===== src/rtl/sram_pkg.sv =====
package sram_pkg;
    typedef enum logic [0:0] {
        ST_UNARMED = 1'b0,
        ST_ARMED   = 1'b1
    } seq_state_t;

    typedef enum logic [1:0] {
        OP_IDLE    = 2'd0,
        OP_READ    = 2'd1,
        OP_WRITE   = 2'd2,
        OP_BLOCKED = 2'd3
    } op_t;
endpackage


===== src/rtl/sram_seq.sv =====
module sram_seq
    import sram_pkg::*;
(
    input  logic clk,
    input  logic rst_n,
    input  logic cen_n,
    input  logic gwen_n,
    output op_t  op,
    output logic ready
);
    seq_state_t state_q, state_d;

    always_ff @(posedge clk or negedge rst_n) begin
        if (!rst_n) state_q <= ST_UNARMED;
        else        state_q <= state_d;
    end

    always_comb begin
        state_d = state_q;
        op      = OP_IDLE;
        unique case (state_q)
            ST_UNARMED: begin
                if (cen_n) state_d = ST_ARMED;   // arm
                else       op      = OP_BLOCKED; // stall
            end
            ST_ARMED: begin
                if (!cen_n) op = gwen_n ? OP_READ : OP_WRITE;
            end
            default: state_d = ST_UNARMED;
        endcase
    end

    assign ready = (state_q == ST_ARMED);

    assert_arm_on_idle_R7: assert property (@(posedge clk) disable iff (!rst_n)
        cen_n |=> ready);
    assert_ready_sticky_R7: assert property (@(posedge clk) disable iff (!rst_n)
        ready |=> ready);
    assert_stall_keeps_unarmed_R8: assert property (@(posedge clk) disable iff (!rst_n)
        (!ready && !cen_n) |=> !ready);
endmodule


===== src/rtl/sram_bank.sv =====
module sram_bank #(
    parameter int ADDR_W = 8,
    parameter int DATA_W = 8
) (
    input  logic              clk,
    input  logic              rst_n,
    input  logic              we,
    input  logic [ADDR_W-1:0] addr,
    input  logic [DATA_W-1:0] d,
    input  logic [DATA_W-1:0] wmask_n,
    output logic [DATA_W-1:0] rd_data
);
    localparam int DEPTH = 1 << ADDR_W;

    logic [DATA_W-1:0] mem [DEPTH];
    logic [DATA_W-1:0] merged;

    assign rd_data = mem[addr];

    for (genvar b = 0; b < DATA_W; b++) begin : g_merge
        assign merged[b] = wmask_n[b] ? rd_data[b] : d[b];
    end

    always_ff @(posedge clk) begin
        if (we) mem[addr] <= merged;
    end

    assert_written_bits_R4: assert property (@(posedge clk) disable iff (!rst_n)
        we |=> (((mem[$past(addr)] ^ $past(d)) & ~$past(wmask_n)) == '0));
    assert_masked_bits_kept_R6: assert property (@(posedge clk) disable iff (!rst_n)
        we |=> (((mem[$past(addr)] ^ $past(rd_data)) & $past(wmask_n)) == '0));
    assert_no_write_no_change_R3: assert property (@(posedge clk) disable iff (!rst_n)
        !we |=> (mem[$past(addr)] === $past(rd_data)));
endmodule


===== src/rtl/sram_qport.sv =====
module sram_qport
    import sram_pkg::*;
#(
    parameter int DATA_W = 8
) (
    input  logic              clk,
    input  op_t               op,
    input  logic [DATA_W-1:0] rd_data,
    output logic [DATA_W-1:0] q
);
    always_ff @(posedge clk) begin
        unique case (op)
            OP_READ:    q <= rd_data;
            OP_BLOCKED: q <= 'x;
            default:    q <= q;
        endcase
    end
endmodule


===== src/rtl/sram_bm_256x8.sv =====
module sram_bm_256x8
    import sram_pkg::*;
#(
    parameter int ADDR_W = 8,
    parameter int DATA_W = 8
) (
    input  logic              clk,
    input  logic              rst_n,
    input  logic              cen_n,
    input  logic              gwen_n,
    input  logic [DATA_W-1:0] wmask_n,
    input  logic [ADDR_W-1:0] addr,
    input  logic [DATA_W-1:0] d,
    output logic [DATA_W-1:0] q,
    output logic              ready
);
    op_t               op;
    logic [DATA_W-1:0] rd_data;

    sram_seq u_seq (
        .clk    (clk),
        .rst_n  (rst_n),
        .cen_n  (cen_n),
        .gwen_n (gwen_n),
        .op     (op),
        .ready  (ready)
    );

    sram_bank #(.ADDR_W(ADDR_W), .DATA_W(DATA_W)) u_bank (
        .clk     (clk),
        .rst_n   (rst_n),
        .we      (op == OP_WRITE),
        .addr    (addr),
        .d       (d),
        .wmask_n (wmask_n),
        .rd_data (rd_data)
    );

    sram_qport #(.DATA_W(DATA_W)) u_qport (
        .clk     (clk),
        .op      (op),
        .rd_data (rd_data),
        .q       (q)
    );

    assert_read_loads_q_R2: assert property (@(posedge clk) disable iff (!rst_n)
        (ready && !cen_n && gwen_n) |=> (q == $past(rd_data)));
    assert_q_hold_write_R5: assert property (@(posedge clk) disable iff (!rst_n)
        (ready && !cen_n && !gwen_n) |=> $stable(q));
    assert_q_hold_standby_R3: assert property (@(posedge clk) disable iff (!rst_n)
        cen_n |=> $stable(q));
endmodule


===== config.mk =====
export PLATFORM = sky130hd
export DESIGN_NAME = sram_bm_256x8
export DESIGN_NICKNAME = d
export VERILOG_FILES = /design/src/rtl/sram_pkg.sv /design/src/rtl/sram_seq.sv /design/src/rtl/sram_bank.sv /design/src/rtl/sram_qport.sv /design/src/rtl/sram_bm_256x8.sv
export SDC_FILE = /design/constraint.sdc
export NUM_CORES = 2
export LEC_CHECK = 0
export ABC_AREA = 1
export BUFFER_PORTS_ARGS = -buffer_cell sky130_fd_sc_hd__clkbuf_2
export CORE_ASPECT_RATIO = 0.75
export CORE_MARGIN = 5
export CORE_UTILIZATION = 57
export DETAILED_ROUTE_END_ITERATION = 12
export GPL_ROUTABILITY_DRIVEN = 0
export PLACE_DENSITY = 0.76
export SYNTH_ARGS = -nofsm -noshare
export SYNTH_HDL_FRONTEND = slang
export SYNTH_SLANG_ARGS = --single-unit

===== constraint.sdc =====
create_clock -name clk -period 5 [get_ports clk]
set_clock_uncertainty 0.05 [all_clocks]
set_input_delay 0.5 -clock clk [delete_from_list [all_inputs] [get_ports clk]]
set_output_delay 0.5 -clock clk [all_outputs]
set_load 0.05 [all_outputs]

# Word-level counts from Yosys, hierarchy flattened
# Memory sizes are Yosys's and may differ from the RTL's.
# Cells that the tools add are included.
# word_totals
regBits	9
ramBits	2048
input_bits	28
out_inout_bits	9
wordCells	25
memories	1
# mem_list
memory	depth	width	read_ports	rd_clocked_by_memory_dff	write_ports	line	source
u_bank.mem	256	8	1	0	1	sram_bank.sv:15	logic [DATA_W-1:0] mem [DEPTH];
# op_classes
eq_ne	3
mux	17
n_bitwise	1
reduce_logical	1
# op_table
operator	count
2-to-1 mux 1 bit	12
2-to-1 mux 8 bit	1
2-to-1 mux 2 bit	3
== test 2 bit, second input constant	2
one-hot mux 2 bit (2 select lines)	1
== test 2 x 1 -> 1 bit, second input constant	1
nonzero test 2 bit	1
NOT 1 bit	1

# Longest topological paths before layout
# logic_depth
word_depth	6
ltp_mapped	17
ltp_nobuf	15

# By module
# A second synthesis with hierarchy kept.
# unflattened
cells_unflattened	8061
hier_area_um2	85079.1
# by_module_without_submodules
mod	n_inst	cells_per_inst	area_per_inst_um2	seq_area_each_um2
sram_bank	1	8045	84780.1	61499.0
sram_qport	1	9	244.0	240.2
sram_seq	1	5	45.0	25.0
sram_bm_256x8	1	2	10.0	0.0

# Least setup slack after synthesis
# No wires, ideal clock.
# synth_path
path_type	input -> register
startpoint	in addr[1]
endpoint	mem u_bank.mem[0][3] (data pin)
setup_time_ns	0.825
arrival_time_ns	4.833
required_ns	4.125
slack_ns	-0.708
cell_stages	17
path_buffers	4
path_cell_list	buf_4 -> inv_2 -> buf_2 -> buf_2 -> buf_2 -> nand2_1 -> nand3_1 -> nand2_1 -> nand2_1 -> o21ai_0 -> nand2_1 -> nor2_1 -> nor2_1 -> nor2_1 -> nand2_1 -> nand2_1 -> nand2_1
# synth_via
elab_chain_len	2
# synth_lines
element	line	source
from (decl)	sram_bm_256x8.sv:12	input logic [ADDR_W-1:0] addr,
memory read (256 x 8 bit)	-	
via rd_data[3]	sram_bm_256x8.sv:18	logic [DATA_W-1:0] rd_data;
2-to-1 mux 1 bit	sram_bank.sv:21	assign merged[b] = wmask_n[b] ? rd_data[b] : d[b];
via u_bank.merged[3]	sram_bank.sv:16	logic [DATA_W-1:0] merged;
to (decl)	sram_bank.sv:15	
# The timed path passes the listed nets, and every way through them passes these cells.

# Worst setup path in the final report
# layout_path
startpoint	in addr[0]
endpoint	mem u_bank.mem[245][3] (data pin)
# Same word-level chain as after synthesis.

==> results.py <==
metrics = {
    "grt": {
        "antenna_found_initial": 4,
        "grt_util_all_layers_pct": 27.43,
        "grt_overflow": 0,
        "first_global_vias": 54449,
        "grt_start_max_net_pins": 161,
        "grt_pass1_wl_mm": 327.9,
    },
    "logic_synthesis": {
        "ys_seq_area_share_pct": 72.75,
        "synth_mux_area_share_pct": 0,
        "synth_fa_ha_area_share_pct": 0,
        "synth_top_family_by_area": "simple AND/OR/NAND/NOR gates",
        "yosysWarnings": 0,
        "synth_compound_area_share_pct": 1.132,
        "synth-xor-area-share_pct": 0,
        "synth-simple-area-share_pct": 23.87,
        "synth_cells": 8022,
        "syn_area_sq_mm": 0.08490,
        "ys_types": 18,
        "syn-num-nets": 8050,
        "ys_ff_latch": 2057,
        "avgSynthCellArea_sq_um": 10.58,
    },
    "clocking": {
        "cts_tree": "done",
        "htree_levels": 4,
        "root_buffer": "clkbuf_16",
        "cts-resized-gates": 0,
        "clock_sinks": 2057,
        "cts_made_buffers": 182,
        "insertion_delay_ps": 810,
        "clk_path_buf_depth": 3,
        "clkSlewWorstSetupHoldPaths_ps": 60,
    },
    "route": {
        "wl_met3_mm": 28.93,
        "ant_nets": 0,
        "wl_met2_mm": 96.27,
        "remaining_drc_errors": 0,
        "routed_via_density": 5.679,
        "routed.top_layer": "met4",
        "met1Wirelength_mm": 84.96,
        "dr.pass1.iters": 8,
        "vias": 57537,
        "drt_iter0_markers": 7811,
        "wl_per_cell_microns": 21.52,
        "finalWirelength_mm": 218.0,
    },
    "power_and_ir_drop": {
        "power_leakage_uw": 0.03735,
        "p_per_area_mw_per_mm2": 375.8,
        "peakVddDrop_mv": 0.3536,
    },
    "timing": {
        "finalHoldViolations": 0,
        "worst_slew_pin_slew_ps": 993.0,
        "drv_slew": 0,
        "grt_setup_unrepaired": "false",
        "fin_ws_ps": 1214,
        "setup_viol": 0,
        "relSlewSlack_pct": 33.55,
        "fin_tns_setup_ps": 0,
        "fin_crit_sh_pct": 75.71,
        "period_minus_slack_ps": 3786,
        "clock.fmax_ghz": 0.2642,
    },
    "worst_setup_path": {
        "crit_path_cell_trace": "buf_8, inv_8, buf_12, buf_12, buf_4, buf_4, nand2_1, a21oi_1, o21ai_1, nand2_1, o21ai_1, nand2_1, nor2_1, nor2_1, nor2_1, nand2_1, nand2_1, nand2_8, buf_12",
        "critPathMostFrequentCell": "nand2_1",
        "crit_path_max_fanout": 64,
        "critPathKind": "primary input to register",
        "required_ps": 5440,
        "slowest_stage": "buf_8",
        "max_stage_delay_ps": 310,
        "critPathBufInv": 7,
        "setup.worst_path.start": "addr[0]",
        "start_kind": "primary input",
        "end_kind": "register",
        "cp_data_arrival_time_ps": 4220,
        "crit_family": "buffers and inverters",
        "reg2reg_from": "u_bank.mem[130][6]",
    },
    "floorplanning": {
        "die_w_microns": 455.7,
        "initial_utilization_pct": 57.46,
        "fp.dieArea_sq_mm": 0.1569,
        "die_h_microns": 344.2,
        "ios": 37,
        "placementRows": 122,
        "core_area_sq_mm": 0.1478,
    },
    "run_status": {
        "status": "complete, no violations",
    },
    "cells_and_area": {
        "final_cell_mix": "4,774 x nand2_1, 2,056 x edfxtp_1, 342 x nor2_1, 191 x clkbuf_16, 184 x nand3_1",
        "final_nets": 8044,
        "layout-drive-gt1-share_pct": 6.014,
        "mostFrequentLayoutCell": "nand2_1",
        "synthToLayoutAreaGrowth_pct": 10.61,
    },
    "job": {
        "drv_cap": 0,
    },
    "place": {
        "dp_hpwl_mm": 130.2,
        "io_buffers": 36,
        "pre_cts_ws_ps": 528.6,
    },
    "worst_hold_path": {
        "min-delay-start": "d[6]",
        "hp-class": "primary input to register",
    },
}
-- cells by family after synthesis --
kind of cell | count (synthesis)
compound gates | 192
buf+inv | 441
flops | 2057
simple gates | 5332
-- what timing repair did --
| action | CTS | global route |
|---|---|---|
| buffers inserted | 0 | 0 |
| endpoints found under the hold margin | 2 | 0 |
| hold buffers | 3 | 0 |
-- cell usage after synthesis, drive strengths merged --
cell type,instances,area [sq um]
nand2,4782,17950
edfxtp,2056,61740
nor2,348,1306
buf,227,1107
nand3,200,1001
clkbuf,191,716.9
o21ai,160,800.8
a21oi,32,160.2
inv,22,82.58
clkinv,1,3.750
dfrtp,1,25.02
nor3,1,5.000
or2,1,6.260
-- routing by layer --
layer / up-vias / GRT usage, %
met5: - / 0
met4: 0 / 9.552
met1: 27233 / 39.38
met3: 483 / 7.108
li1: 26368 / -
met2: 3453 / 41.30
-- worst reg2reg max path, cell delays in order (launching register included) --
cell	delay (ps)
edfxtp_1	380
nand2_1	80
nand2_1	50
nand2_1	50
nand2_1	90
nand2_1	80
nand2_1	60
o21ai_0	520
nand2_1	260
nor2_1	290
nor2_1	100
nor2_1	120
nand2_1	180
nand2_1	220
nand2_8	100
buf_12	230
-- per-stage QoR --
stage | instances | hold slack (ps) | total power (uW) | area (sq um) | utilization [%]
final | 10132 | 120.7 | 35290 | 93910 | 63.56
after CTS | 10131 | 70.88 | 35320 | 93910 | 63.56
after global placement | 9813 | 225.1 | 22150 | 88340 | 59.79
after detailed placement | 9813 | 234.9 | 22200 | 88340 | 59.79
after floorplan | 8022 | 154.4 | 21160 | 84920 | -
after global routing | 10131 | 124.7 | 36310 | 93910 | 63.56
-- layout make-up --
| type | instances | area, sq um |
|---|---|---|
| timing repair buffer | 228 | 2525 |
| multi-input combinational | 5524 | 21490 |
| tap | 1984 | 2482 |
| antenna | 1 | 2.502 |
| clock inverter | 82 | 591.8 |
| inverter | 23 | 111.4 |
| sequential | 2057 | 61760 |
| clock buffer | 233 | 4947 |
| fill | 10993 | 53850 |
-- power breakdown --
| group | internal [uW] | switching, uW |
|---|---|---|
| combinational | 580 | 1980 |
| clock | 7390 | 6010 |
| sequential | 19300 | 4.32 |
| total | 27300 | 7990 |
-- sequential cells by signal (all words and copies together) (netlist names) --
| name | cells |
|---|---|
| u_seq.ready | 1 |
| u_qport.q | 8 |
| u_bank.mem | 2048 |
-- worst paths after layout --
| path | endpoint | slack (ps) | depth (start not counted) |
|---|---|---|---|
| min in group asynchronous | u_seq.ready | 510 | 3 |
| worst min-delay path | u_bank.mem[149][6] | 120 | 3 |
| max in group asynchronous | u_seq.ready | 4280 | 3 |
| worst max register to register | u_bank.mem[240][6] | 1640 | 15 |
| worst max-delay path | u_bank.mem[245][3] | 1210 | 19 |
| worst min register to register | u_seq.ready | 440 | 1 |
(Power assumes the default switching activity.)
